`src/rtl/cfg_pkg.sv`:
```
package cfg_pkg;

    localparam int PIX_TRIM_W = 4;

    typedef struct packed {
        logic [PIX_TRIM_W-1:0] trim;
        logic                  mask;
    } pix_cfg_t;

    localparam int PIX_BITS = $bits(pix_cfg_t);

    typedef enum logic [1:0] {
        ST_IDLE  = 2'd0,
        ST_BIT   = 2'd1,
        ST_PUSH  = 2'd2
    } stage_op_e;

    function automatic pix_cfg_t slice_pixel(input logic [PIX_BITS-1:0] bits);
        pix_cfg_t p;
        p = pix_cfg_t'(bits);
        return p;
    endfunction

endpackage

```
`src/rtl/cfg_stage.sv`:
```
module cfg_stage
    import cfg_pkg::*;
#(
    parameter int NCOLS = 8
) (
    input  logic             clk,
    input  logic             rst,
    input  logic             ser_in,
    input  logic             ser_clk_en,
    input  logic             col_shift,
    output logic [NCOLS-1:0] stage_q,
    output logic             col_go
);

    logic      pend_q;
    logic      want_push;
    stage_op_e op;

    assign want_push = col_shift | pend_q;

    always_comb begin
        if (ser_clk_en)
            op = ST_BIT;
        else if (want_push)
            op = ST_PUSH;
        else
            op = ST_IDLE;
    end

    assign col_go = (op == ST_PUSH);

    always_ff @(posedge clk) begin
        if (rst) begin
            stage_q <= '0;
            pend_q  <= 1'b0;
        end else begin
            if (op == ST_BIT)
                stage_q <= {stage_q[NCOLS-2:0], ser_in};
            pend_q <= want_push & (op == ST_BIT);
        end
    end

endmodule

```
`src/rtl/cfg_column.sv`:
```
module cfg_column #(
    parameter int DEPTH = 20
) (
    input  logic             clk,
    input  logic             rst,
    input  logic             push,
    input  logic             din,
    output logic [DEPTH-1:0] chain_q,
    output logic             dout
);

    always_ff @(posedge clk) begin
        if (rst)
            chain_q <= '0;
        else if (push)
            chain_q <= {chain_q[DEPTH-2:0], din};
    end

    assign dout = chain_q[DEPTH-1];

endmodule

```
`src/rtl/cfg_capture.sv`:
```
module cfg_capture #(
    parameter int NCOLS = 8
) (
    input  logic             clk,
    input  logic             rst,
    input  logic             load,
    input  logic [NCOLS-1:0] par_in,
    input  logic             shift_en,
    output logic [NCOLS-1:0] cap_q,
    output logic             ser_out
);

    always_ff @(posedge clk) begin
        if (rst)
            cap_q <= '0;
        else if (load)
            cap_q <= par_in;
        else if (shift_en)
            cap_q <= {cap_q[NCOLS-2:0], 1'b0};
    end

    assign ser_out = cap_q[NCOLS-1];

endmodule

```
`src/rtl/pix_cfg_chain.sv`:
```
module pix_cfg_chain
    import cfg_pkg::*;
#(
    parameter int NCOLS = 8,
    parameter int NROWS = 4
) (
    input  logic                              clk,
    input  logic                              rst,
    input  logic                              ser_in,
    input  logic                              ser_clk_en,
    input  logic                              col_shift,
    input  logic                              cap_shift_en,
    output logic                              ser_out,
    input  logic [NCOLS*NROWS-1:0]            hit_in,
    output logic [NCOLS*NROWS-1:0]            hit_out,
    output logic [NCOLS*NROWS-1:0]            pix_mask,
    output logic [NCOLS*NROWS*PIX_TRIM_W-1:0] pix_trim
);

    localparam int DEPTH = NROWS * PIX_BITS;

    logic [NCOLS-1:0] stage_q;
    logic             col_go;
    logic [NCOLS-1:0] col_last;
    logic [NCOLS-1:0] cap_q;

    cfg_stage #(.NCOLS(NCOLS)) u_stage (
        .clk        (clk),
        .rst        (rst),
        .ser_in     (ser_in),
        .ser_clk_en (ser_clk_en),
        .col_shift  (col_shift),
        .stage_q    (stage_q),
        .col_go     (col_go)
    );

    for (genvar c = 0; c < NCOLS; c++) begin : g_col
        logic [DEPTH-1:0] chain;

        cfg_column #(.DEPTH(DEPTH)) u_col (
            .clk     (clk),
            .rst     (rst),
            .push    (col_go),
            .din     (stage_q[c]),
            .chain_q (chain),
            .dout    (col_last[c])
        );

        for (genvar r = 0; r < NROWS; r++) begin : g_pix
            localparam int P = c*NROWS + r;
            pix_cfg_t cfg;
            assign cfg = slice_pixel(chain[r*PIX_BITS +: PIX_BITS]);
            assign pix_mask[P]                       = cfg.mask;
            assign pix_trim[P*PIX_TRIM_W +: PIX_TRIM_W] = cfg.trim;
            assign hit_out[P]                        = hit_in[P] & ~cfg.mask;
        end
    end

    cfg_capture #(.NCOLS(NCOLS)) u_cap (
        .clk      (clk),
        .rst      (rst),
        .load     (col_go),
        .par_in   (col_last),
        .shift_en (cap_shift_en),
        .cap_q    (cap_q),
        .ser_out  (ser_out)
    );

endmodule

```
`config.mk`:
```
export PLATFORM = sky130hd
export DESIGN_NAME = pix_cfg_chain
export DESIGN_NICKNAME = d
export VERILOG_FILES = /design/src/rtl/cfg_pkg.sv /design/src/rtl/cfg_stage.sv /design/src/rtl/cfg_column.sv /design/src/rtl/cfg_capture.sv /design/src/rtl/pix_cfg_chain.sv
export SDC_FILE = /design/constraint.sdc
export NUM_CORES = 1
export LEC_CHECK = 0
export BUFFER_PORTS_ARGS = -buffer_cell sky130_fd_sc_hd__buf_2
export CAP_MARGIN = 20
export CORE_ASPECT_RATIO = 1.25
export CORE_UTILIZATION = 45
export DETAILED_ROUTE_END_ITERATION = 7
export PLACE_DENSITY = 0.71
export SLEW_MARGIN = 20
export SYNTH_ARGS = -nofsm -noshare
export SYNTH_HDL_FRONTEND = slang
export SYNTH_HIERARCHICAL = 1
export SYNTH_SLANG_ARGS = --single-unit
```
`constraint.sdc`:
```
create_clock -name clk -period 2.5 [get_ports clk]
set_clock_uncertainty 0.05 [all_clocks]
set_input_delay 0.625 -clock clk [delete_from_list [all_inputs] [get_ports clk]]
set_output_delay 0.625 -clock clk [all_outputs]
set_load 0.02 [all_outputs]
```
Word level (Yosys, flattened, before mapping)
Index checks and enable logic that the tools add are counted.
- register bits: 177
- bits in latches: 0
- memory bits (writable): 0
- ROM bits: 0
- logic and storage cells: 84
- memories kept: 0
- add/sub/neg operators: 0
- multipliers: 0
- divide/modulo/power cells: 0
- order comparisons: 0
- equal/unequal tests: 2
- shifts and indexed selects: 0
- multiplexer cells: 4
- bitwise operators: 66
- reductions and logical operators: 1
- operators by type and width (operator ; number):
    $and A1 B1 Y1 ; 33
    $not A1 Y1 ; 32
    $mux W8 ; 2
    $mux W2 ; 2
    $eq A2 B1 Y1 const B ; 1
    $eq A2 B2 Y1 const B ; 1
    $reduce_bool A2 Y1 ; 1
    $or A1 B1 Y1 ; 1

Longest topological paths before layout
Gate-level depths: netlist of run 1.
- word-level depth: 5
- mapped depth: 5

By module
Netlist of run 1, hierarchy kept.
- by module, submodules not included (module ; times used ; cells an instance ; area an instance (um^2) ; sequential area each (um^2)):
    cfg_column ; 8 ; 65 ; 713.2 ; 400.4
    pix_cfg_chain ; 1 ; 32 ; 440.4 ; 0.0
    cfg_capture ; 1 ; 36 ; 376.6 ; 160.2
    cfg_stage ; 1 ; 30 ; 326.6 ; 180.2

Least setup slack after synthesis of run 1
OpenSTA, ideal clock, no wires.
- path type: input port to flip-flop
- start point: input port ser_clk_en
- end point: register u_cap.cap_q[1]
- library setup time: 86 ps
- arrival: 2554 ps
- data required time: 2364 ps
- setup slack: -190 ps
- stages: 4
- path buffers: 1
- cell sequence: buf_6 nor2_1 inv_1 a211oi_1
- word-level cells in the longest chain between the ends: 3
- RTL lines (element ; line ; RTL):
    from (decl) ; pix_cfg_chain.sv:10 ; input logic ser_clk_en,
    $mux W2 * ; cfg_stage.sv:22 ; if (ser_clk_en)
    $eq A2 B2 Y1 * ; cfg_stage.sv:30 ; assign col_go = (op == ST_PUSH);
    named net col_go ; pix_cfg_chain.sv:23 ; logic col_go;
    $mux W8 or $reduce_bool A2 Y1 (tied branches) ; -- ;
    to (signal assigned) ; cfg_capture.sv:17 ; cap_q <= par_in;
    to (signal assigned) ; cfg_capture.sv:19 ; cap_q <= {cap_q[NCOLS-2:0], 1'b0};
    to (decl) ; cfg_capture.sv:9 ; output logic [NCOLS-1:0] cap_q,
Mark *: on every way through the listed nets, which the timed path passes. The rest lies on a longest branch.
A chain may end at the register's enable or synchronous reset.

Final worst setup path of run 1
- start point: register g_col[4].u_col.chain_q[0]
- end point: output port hit_out[16]
- word-level cells in the longest chain between the ends: 2
- RTL lines (element ; line ; RTL):
    from (decl) ; cfg_column.sv:8 ; output logic [DEPTH-1:0] chain_q,
    from (signal assigned) ; cfg_column.sv:16 ; chain_q <= {chain_q[DEPTH-2:0], din};
    $not A1 Y1 ; pix_cfg_chain.sv:55 ; assign hit_out[P] = hit_in[P] & ~cfg.mask;
    $and A1 B1 Y1 ; pix_cfg_chain.sv:55 ;
    to (decl) ; pix_cfg_chain.sv:15 ; output logic [NCOLS*NROWS-1:0] hit_out,
Every way passes these cells.

==> metrics.txt, run 1 <==
largest net degree at the start of global routing=77; Worst-Margin Slew=0.591 ns; worst setup margin=0.759 ns; grt total ovfl=0; vias per cell=4.79; mapped cell area=6840 µm²; # fillers=1367; Setup Fix Bufs, Post-CTS=0; Tmin final=1.74 ns; Clk Latency, worst-skew pair=0.41 ns; status=complete, but fails checks; first-pass GRT wire length=21.7 mm; Max rail drop VDD=375 µV; width of the die=112 µm; All-Layer GR Usage=0.170; Synthesis Warnings=6; crit-path max FO=4; Crit. End Element=output pin; area delta synth->final=24.8%; total design power=5.65 mW; via count=4903; CP required=1.82 ns; vias in the first global route=4517; full die area=15700 µm²; Placer Congestion=0.691; Pleak=4.18 nW; cts hold-fix bufs=0; Ports=231; HP Start=ser_in; Storage cell area=3540 µm²; routed len/inst=13.0 µm; worst reg2reg startpoint=u_stage/pend_q; multi-input logic area=2960 µm²; Crit. Startpoint=g_col[4].u_col/chain_q[0]; Mapped Avg Cell Area=11.1 µm²; max cap viols=0; Setup TNS=0 ns; Worst setup SP type=register; worst hold path class=in -> reg; Layout Cells excl Fill=1023; failing checks=DRC; CTS tree=done; post_cts resized=0; syn nets=655; Post-Syn Instances=617; FMAX=574 MHz; violation count after the first detailed-route iteration=187; Cells after DPL=994; RSZ-0062 raised after global routing=false; fin. max-slew vios=0; DRT Pass-1 Iters=6; root buf cell=clkbuf_16; row count=50; core area=14900 µm²; Max Buffers Root-to-Sink=2; post-place setup slack=0.412 ns; Final setup viols=0; initial antenna violation count=1; Die Y=140 µm; dpl hpwl=9.14 mm; fraction of layout cells with a size suffix above 1=0.354; CP Class=reg -> out; Crit path arrival time=1.07 ns; Final ANT Viol Nets=0; final WL=13.3 mm; Diodes inserted=0; Hold WS=0.408 ns; Final Net Count=869; CTS clock-pin slew for the worst setup and hold paths=0.06 ns; port bufs=230; Starting Density=0.459; Final Hold Viols=0; Num CTS Buffers=17; cell area power density=661 nW/µm²; Residual DRC=14; fin crit share=0.697; H-tree Lvls=4; # clock sinks=177; slew margin rel.=0.606
layer usage:
metal  routed length, µm  GRT usage  share of wire  vias up
met4                 264     0.0842          0.020        2
met3                 763     0.0462          0.057       20
met5                  15          0         0.0011        -
met2                6370      0.272           0.48      140
li1                    -          -              -     2461
met1                5890      0.210           0.44     2280
through the flow:
step,cell area [µm²],utilization
after global placement,8000,0.537
after CTS,8540,0.574
after detailed placement,8000,0.537
after floorplan,6840,-
after global routing,8540,0.574
final,8540,0.574
worst paths after layout:
check	end	slack, ns	cells past startpoint
min	u_stage/stage_q[0]	0.41	3
max	hit_out[16]	0.76	2
max reg2reg	g_col[7].u_col/chain_q[18]	0.80	5
min reg2reg	u_cap/cap_q[0]	0.43	2
registers in the layout, summed over array words and instances (netlist names):
register and flops:
u_stage/pend_q 1, u_cap/cap_q 8, u_stage/stage_q 8, g_col.u_col/chain_q 160
cells in the final DEF, fill, tap and decap left out:
master and count:
or3b_1 1, buf_6 1, clkinv_2 2, clkbuf_16 17, inv_1 1, clkinv_4 1
nor2b_4 32, buf_2 229, buf_12 3, mux2i_1 175, nor2_1 169, clkbuf_8 3
nor2b_1 7, clkinvlp_4 1, buf_4 6, bufinv_16 1, nand2_1 1, nor3b_2 1
a211oi_1 7, nor2_4 1, dfxtp_1 177, clkbuf_1 4, a21oi_1 1
worst max-delay path: stages, from the launching register on:
cell and delay [ns]:
dfxtp_1 0.44, nor2b_4 0.06, buf_2 0.16
power by group:
group | internal (mW) | switching, mW
Sequential | 2.83 | 0.00694
Clock | 1.43 | 0.999
Combinational | 0.172 | 0.203
cell type report:
cell class                 instances  share of cell area
tap                              182              0.0267
clock buffer                      24              0.0564
clock inverter                     5             0.00659
multi-input combinational        395               0.347
inverter                           1            0.000440
sequential                       177               0.415
timing repair buffer             239               0.148
No activity file was read; power rests on OpenSTA's default activity.
==> inputs of run 2 (changes only) <==
--- a/config.mk
+++ b/config.mk
@@ -5,12 +5,13 @@
 export SDC_FILE = /design/constraint.sdc
 export NUM_CORES = 1
 export LEC_CHECK = 0
+export ABC_AREA = 1
 export BUFFER_PORTS_ARGS = -buffer_cell sky130_fd_sc_hd__buf_2
 export CAP_MARGIN = 20
 export CORE_ASPECT_RATIO = 1.25
-export CORE_UTILIZATION = 45
+export CORE_UTILIZATION = 52
 export DETAILED_ROUTE_END_ITERATION = 7
-export PLACE_DENSITY = 0.71
+export PLACE_DENSITY = 0.76
 export SLEW_MARGIN = 20
 export SYNTH_ARGS = -nofsm -noshare
 export SYNTH_HDL_FRONTEND = slang
==> constraint.sdc (replaced) <==
create_clock -name clk -period 1.7 [get_ports clk]
set_clock_uncertainty 0.05 [all_clocks]
set_input_delay 0.425 -clock clk [delete_from_list [all_inputs] [get_ports clk]]
set_output_delay 0.425 -clock clk [all_outputs]
set_load 0.02 [all_outputs]
==> metrics.txt, run 2 <==
Hold WS=0.225 ns; fin crit share=0.904; Final ANT Viol Nets=0; Cells after DPL=1573; CP top delay family=flip-flops; Clk Latency, worst-skew pair=0.41 ns; Residual DRC=18; vias in the first global route=6011; Final setup viols=0; Most flops, register=g_col.u_col/chain_q; vias per cell=4.35; hold depth=3; Final Hold Viols=0; largest net degree at the start of global routing=140; status=complete, but fails checks; FMAX=651 MHz; via count=6981; slew margin rel.=0.644; crit-path max FO=4; Diodes inserted=0; root buf cell=clkbuf_16; area delta synth->final=22.5%; DRT Pass-1 Iters=6; Pleak=5.21 nW; cts hold-fix bufs=0; Layout Cells excl Fill=1605; Ports=231; Die Y=139 µm; CTS clock-pin slew for the worst setup and hold paths=0.06 ns; highest-delay cell along the critical path=dfxtp_1; Tmin final=1.54 ns; worst hold path class=in -> reg; WP buf/inv=1; max reg flops=160; max cap viols=0; WHS Endpoint=u_stage/pend_q; most common cell after layout, fill and taps aside=nand2_1; Max rail drop VDD=729 µV; port bufs=230; CP Class=reg -> out; Post-Syn Instances=1204; critical path depth in cells=1; post-place setup slack=0.00559 ns; full die area=15600 µm²; multi-input logic area=2960 µm²; post_cts resized=0; Crit. End Element=output pin; Worst-Margin Slew=0.534 ns; first-pass GRT wire length=26.9 mm; final WL=16.0 mm; fin. max-slew vios=0; # fillers=1361; total design power=10.9 mW; grt total ovfl=0; row count=49; Worst setup SP type=register; RSZ-0062 raised after global routing=false; Cell Chain, Critical Path=buf_2; H-tree Lvls=4; mapped cell area=7840 µm²; worst reg-to-reg setup slack=0.18 ns; syn nets=1242; fraction of layout cells with a size suffix above 1=0.226; Starting Density=0.539; worst reg2reg path depth=6; Storage cell area=3540 µm²; cell area power density=1130 nW/µm²; Setup Fix Bufs, Post-CTS=0; # clock sinks=177; Num CTS Buffers=17; Largest stage delay, worst path=0.44 ns; Max Buffers Root-to-Sink=2; Regs by FF count=g_col.u_col/chain_q (160), u_cap/cap_q (8), u_stage/stage_q (8); CTS tree=done; commonest non-fill, non-tap cells in the layout=nand2_1 (364), nor2_1 (337), buf_2 (230); initial antenna violation count=0; All-Layer GR Usage=0.210; width of the die=112 µm; dpl hpwl=11.1 mm; failing checks=DRC; HP Start=col_shift; Mapped Avg Cell Area=6.51 µm²; CP required=1.22 ns; core area=14500 µm²; worst reg2reg startpoint=u_stage/pend_q; violation count after the first detailed-route iteration=492; Placer Congestion=0.766; Synthesis Warnings=6; Final Net Count=1452; Crit path arrival time=1.06 ns; Worst R2R End=g_col[4].u_col/chain_q[17]; worst setup margin=0.163 ns; routed len/inst=9.97 µm
-- run 2: area by class of cell --
type	instances	share of cell area
inverters	218	0.0857
clock buffers	24	0.0533
repair buffers	251	0.143
multi-input cells	749	0.308
clock inverters	8	0.0179
flip-flops and latches	177	0.369
well taps	178	0.0232
-- run 2: worst max path at each step --
| stage | slack (ns) | startpoint | to |
|---|---|---|---|
| after global routing | 0.05 | u_stage/pend_q | u_cap/cap_q[0] |
| after floorplan | -0.35 | ser_clk_en | u_cap/cap_q[7] |
| after detailed placement | 0.006 | col_shift | g_col[1].u_col/chain_q[1] |
| final | 0.16 | g_col[1].u_col/chain_q[5] | pix_mask[5] |
| after global placement | 0.05 | col_shift | g_col[1].u_col/chain_q[1] |
| after CTS | 0.13 | g_col[1].u_col/chain_q[5] | hit_out[5] |
-- run 2: per-layer routing --
metal  up-vias  GRT usage  wire (µm)
met3        17     0.0584        915
met5         -          0          0
met2       152      0.369       7860
li1       3802          -          -
met1      3010      0.242       6980
met4         0     0.0804        243
-- run 2: power by group --
| group | leakage (nW) | switching (mW) | internal [mW] |
|---|---|---|---|
| Clock | 0.333 | 1.55 | 2.85 |
| Combinational | 3.42 | 1.16 | 0.625 |
| Sequential | 1.46 | 0.232 | 4.44 |
| Total | 5.21 | 2.94 | 7.91 |
-- run 2: stage by stage --
step	cell area, µm²	util	setup TNS (ns)
6_report	9600	0.661	0
5_1_grt	9600	0.661	0
4_1_cts	9600	0.661	0
3_5_place_dp	8920	0.614	0
3_3_place_gp	8920	0.614	0
2_1_floorplan	7880	-	-33.15
==> inputs of run 3 (changes only) <==
--- a/config.mk
+++ b/config.mk
@@ -9,9 +9,10 @@
 export BUFFER_PORTS_ARGS = -buffer_cell sky130_fd_sc_hd__buf_2
 export CAP_MARGIN = 20
 export CORE_ASPECT_RATIO = 1.25
-export CORE_UTILIZATION = 52
+export CORE_MARGIN = 2
+export CORE_UTILIZATION = 40
 export DETAILED_ROUTE_END_ITERATION = 7
-export PLACE_DENSITY = 0.76
+export PLACE_DENSITY = 0.6
 export SLEW_MARGIN = 20
 export SYNTH_ARGS = -nofsm -noshare
 export SYNTH_HDL_FRONTEND = slang
==> metrics.txt, run 3 (same netlist as run 2, synthesis figures left out) <==
slew margin rel.=0.579; post_cts resized=0; highest-delay cell along the critical path=dfxtp_1; Cell Chain, Critical Path=buf_2; max cap viols=0; Final setup viols=0; Pleak=5.17 nW; WP buf/inv=1; total design power=10.4 mW; full die area=20700 µm²; Regs by FF count=g_col.u_col/chain_q (160), u_cap/cap_q (8), u_stage/stage_q (8); DRT Pass-1 Iters=4; most common cell after layout, fill and taps aside=nand2_1; H-tree Lvls=4; Largest stage delay, worst path=0.45 ns; WHS Endpoint=u_stage/pend_q; Setup Fix Bufs, Post-CTS=0; Worst R2R End=u_cap/cap_q[2]; Die Y=161 µm; worst reg2reg startpoint=u_stage/pend_q; max reg flops=160; cts hold-fix bufs=0; largest net degree at the start of global routing=67; crit-path max FO=4; vias in the first global route=5860; Final ANT Viol Nets=0; # clock sinks=177; Placer Congestion=0.724; Tmin final=1.56 ns; port bufs=230; worst reg-to-reg setup slack=0.29 ns; Final Net Count=1453; Num CTS Buffers=17; Residual DRC=0; Crit. End Element=output pin; worst setup margin=0.144 ns; Worst-Margin Slew=0.630 ns; width of the die=129 µm; area delta synth->final=23.2%; Diodes inserted=0; first-pass GRT wire length=26.7 mm; routed len/inst=9.65 µm; Max rail drop VDD=680 µV; Most flops, register=g_col.u_col/chain_q; Max Buffers Root-to-Sink=2; initial antenna violation count=1; worst reg2reg path depth=8; CTS tree=done; HP Start=col_shift; commonest non-fill, non-tap cells in the layout=nand2_1 (364), nor2_1 (337), buf_2 (230); All-Layer GR Usage=0.157; Starting Density=0.406; CP Class=reg -> out; hold depth=3; Final Hold Viols=0; final WL=16.3 mm; cell area power density=1070 nW/µm²; fin crit share=0.915; FMAX=643 MHz; root buf cell=clkbuf_16; fin. max-slew vios=0; Crit path arrival time=1.08 ns; violation count after the first detailed-route iteration=280; RSZ-0062 raised after global routing=false; grt total ovfl=0; Clk Latency, worst-skew pair=0.42 ns; post-place setup slack=0.0824 ns; vias per cell=4.05; Ports=231; core area=19300 µm²; fraction of layout cells with a size suffix above 1=0.226; CP required=1.22 ns; dpl hpwl=11.3 mm; CP top delay family=flip-flops; Hold WS=0.230 ns; row count=57; status=completed; Worst setup SP type=register; CTS clock-pin slew for the worst setup and hold paths=0.06 ns; Setup TNS=0 ns; via count=6858; worst hold path class=in -> reg
==> run 3: how the worst max path moves through the flow <==
stage | from | endpoint | depth (start not counted)
floorplan | ser_clk_en | u_cap/cap_q[7] | 9
global placement | col_shift | g_col[2].u_col/chain_q[1] | 8
detailed placement | col_shift | g_col[2].u_col/chain_q[1] | 8
CTS | g_col[1].u_col/chain_q[5] | pix_mask[5] | 1
global route | g_col[1].u_col/chain_q[5] | hit_out[5] | 2
finish | g_col[1].u_col/chain_q[5] | pix_mask[5] | 1
==> run 3: area by class of cell <==
| type | instances | area [µm²] |
|---|---|---|
| tap | 265 | 332 |
| clock inverter | 11 | 129 |
| timing repair buffer | 252 | 1420 |
| fill | 2042 | 9670 |
| clock buffer | 20 | 457 |
| inverter | 218 | 823 |
| multi-input combinational | 749 | 2960 |
| sequential | 177 | 3540 |
==> run 3: power by group <==
part | switching (mW) | internal, mW
combinational | 1.15 | 0.639
clock | 1.66 | 2.25
sequential | 0.231 | 4.44
total | 3.04 | 7.33
==> run 3: metal layers <==
layer / up-vias / part of all wire / GRT usage
met2: 134 / 0.46 / 0.270
met5: - / 0.00074 / 0
met4: 2 / 0.0096 / 0.0400
met1: 2908 / 0.46 / 0.188
met3: 11 / 0.062 / 0.0516
li1: 3803 / - / -
==> run 3: per-stage QoR <==
| stage | std cells | utilization | area, µm² |
|---|---|---|---|
| floorplan | 1204 | - | 7880 |
| global placement | 1661 | 0.469 | 9070 |
| detailed placement | 1661 | 0.469 | 9070 |
| CTS | 1692 | 0.500 | 9660 |
| global route | 1692 | 0.500 | 9660 |
| finish | 1692 | 0.500 | 9660 |
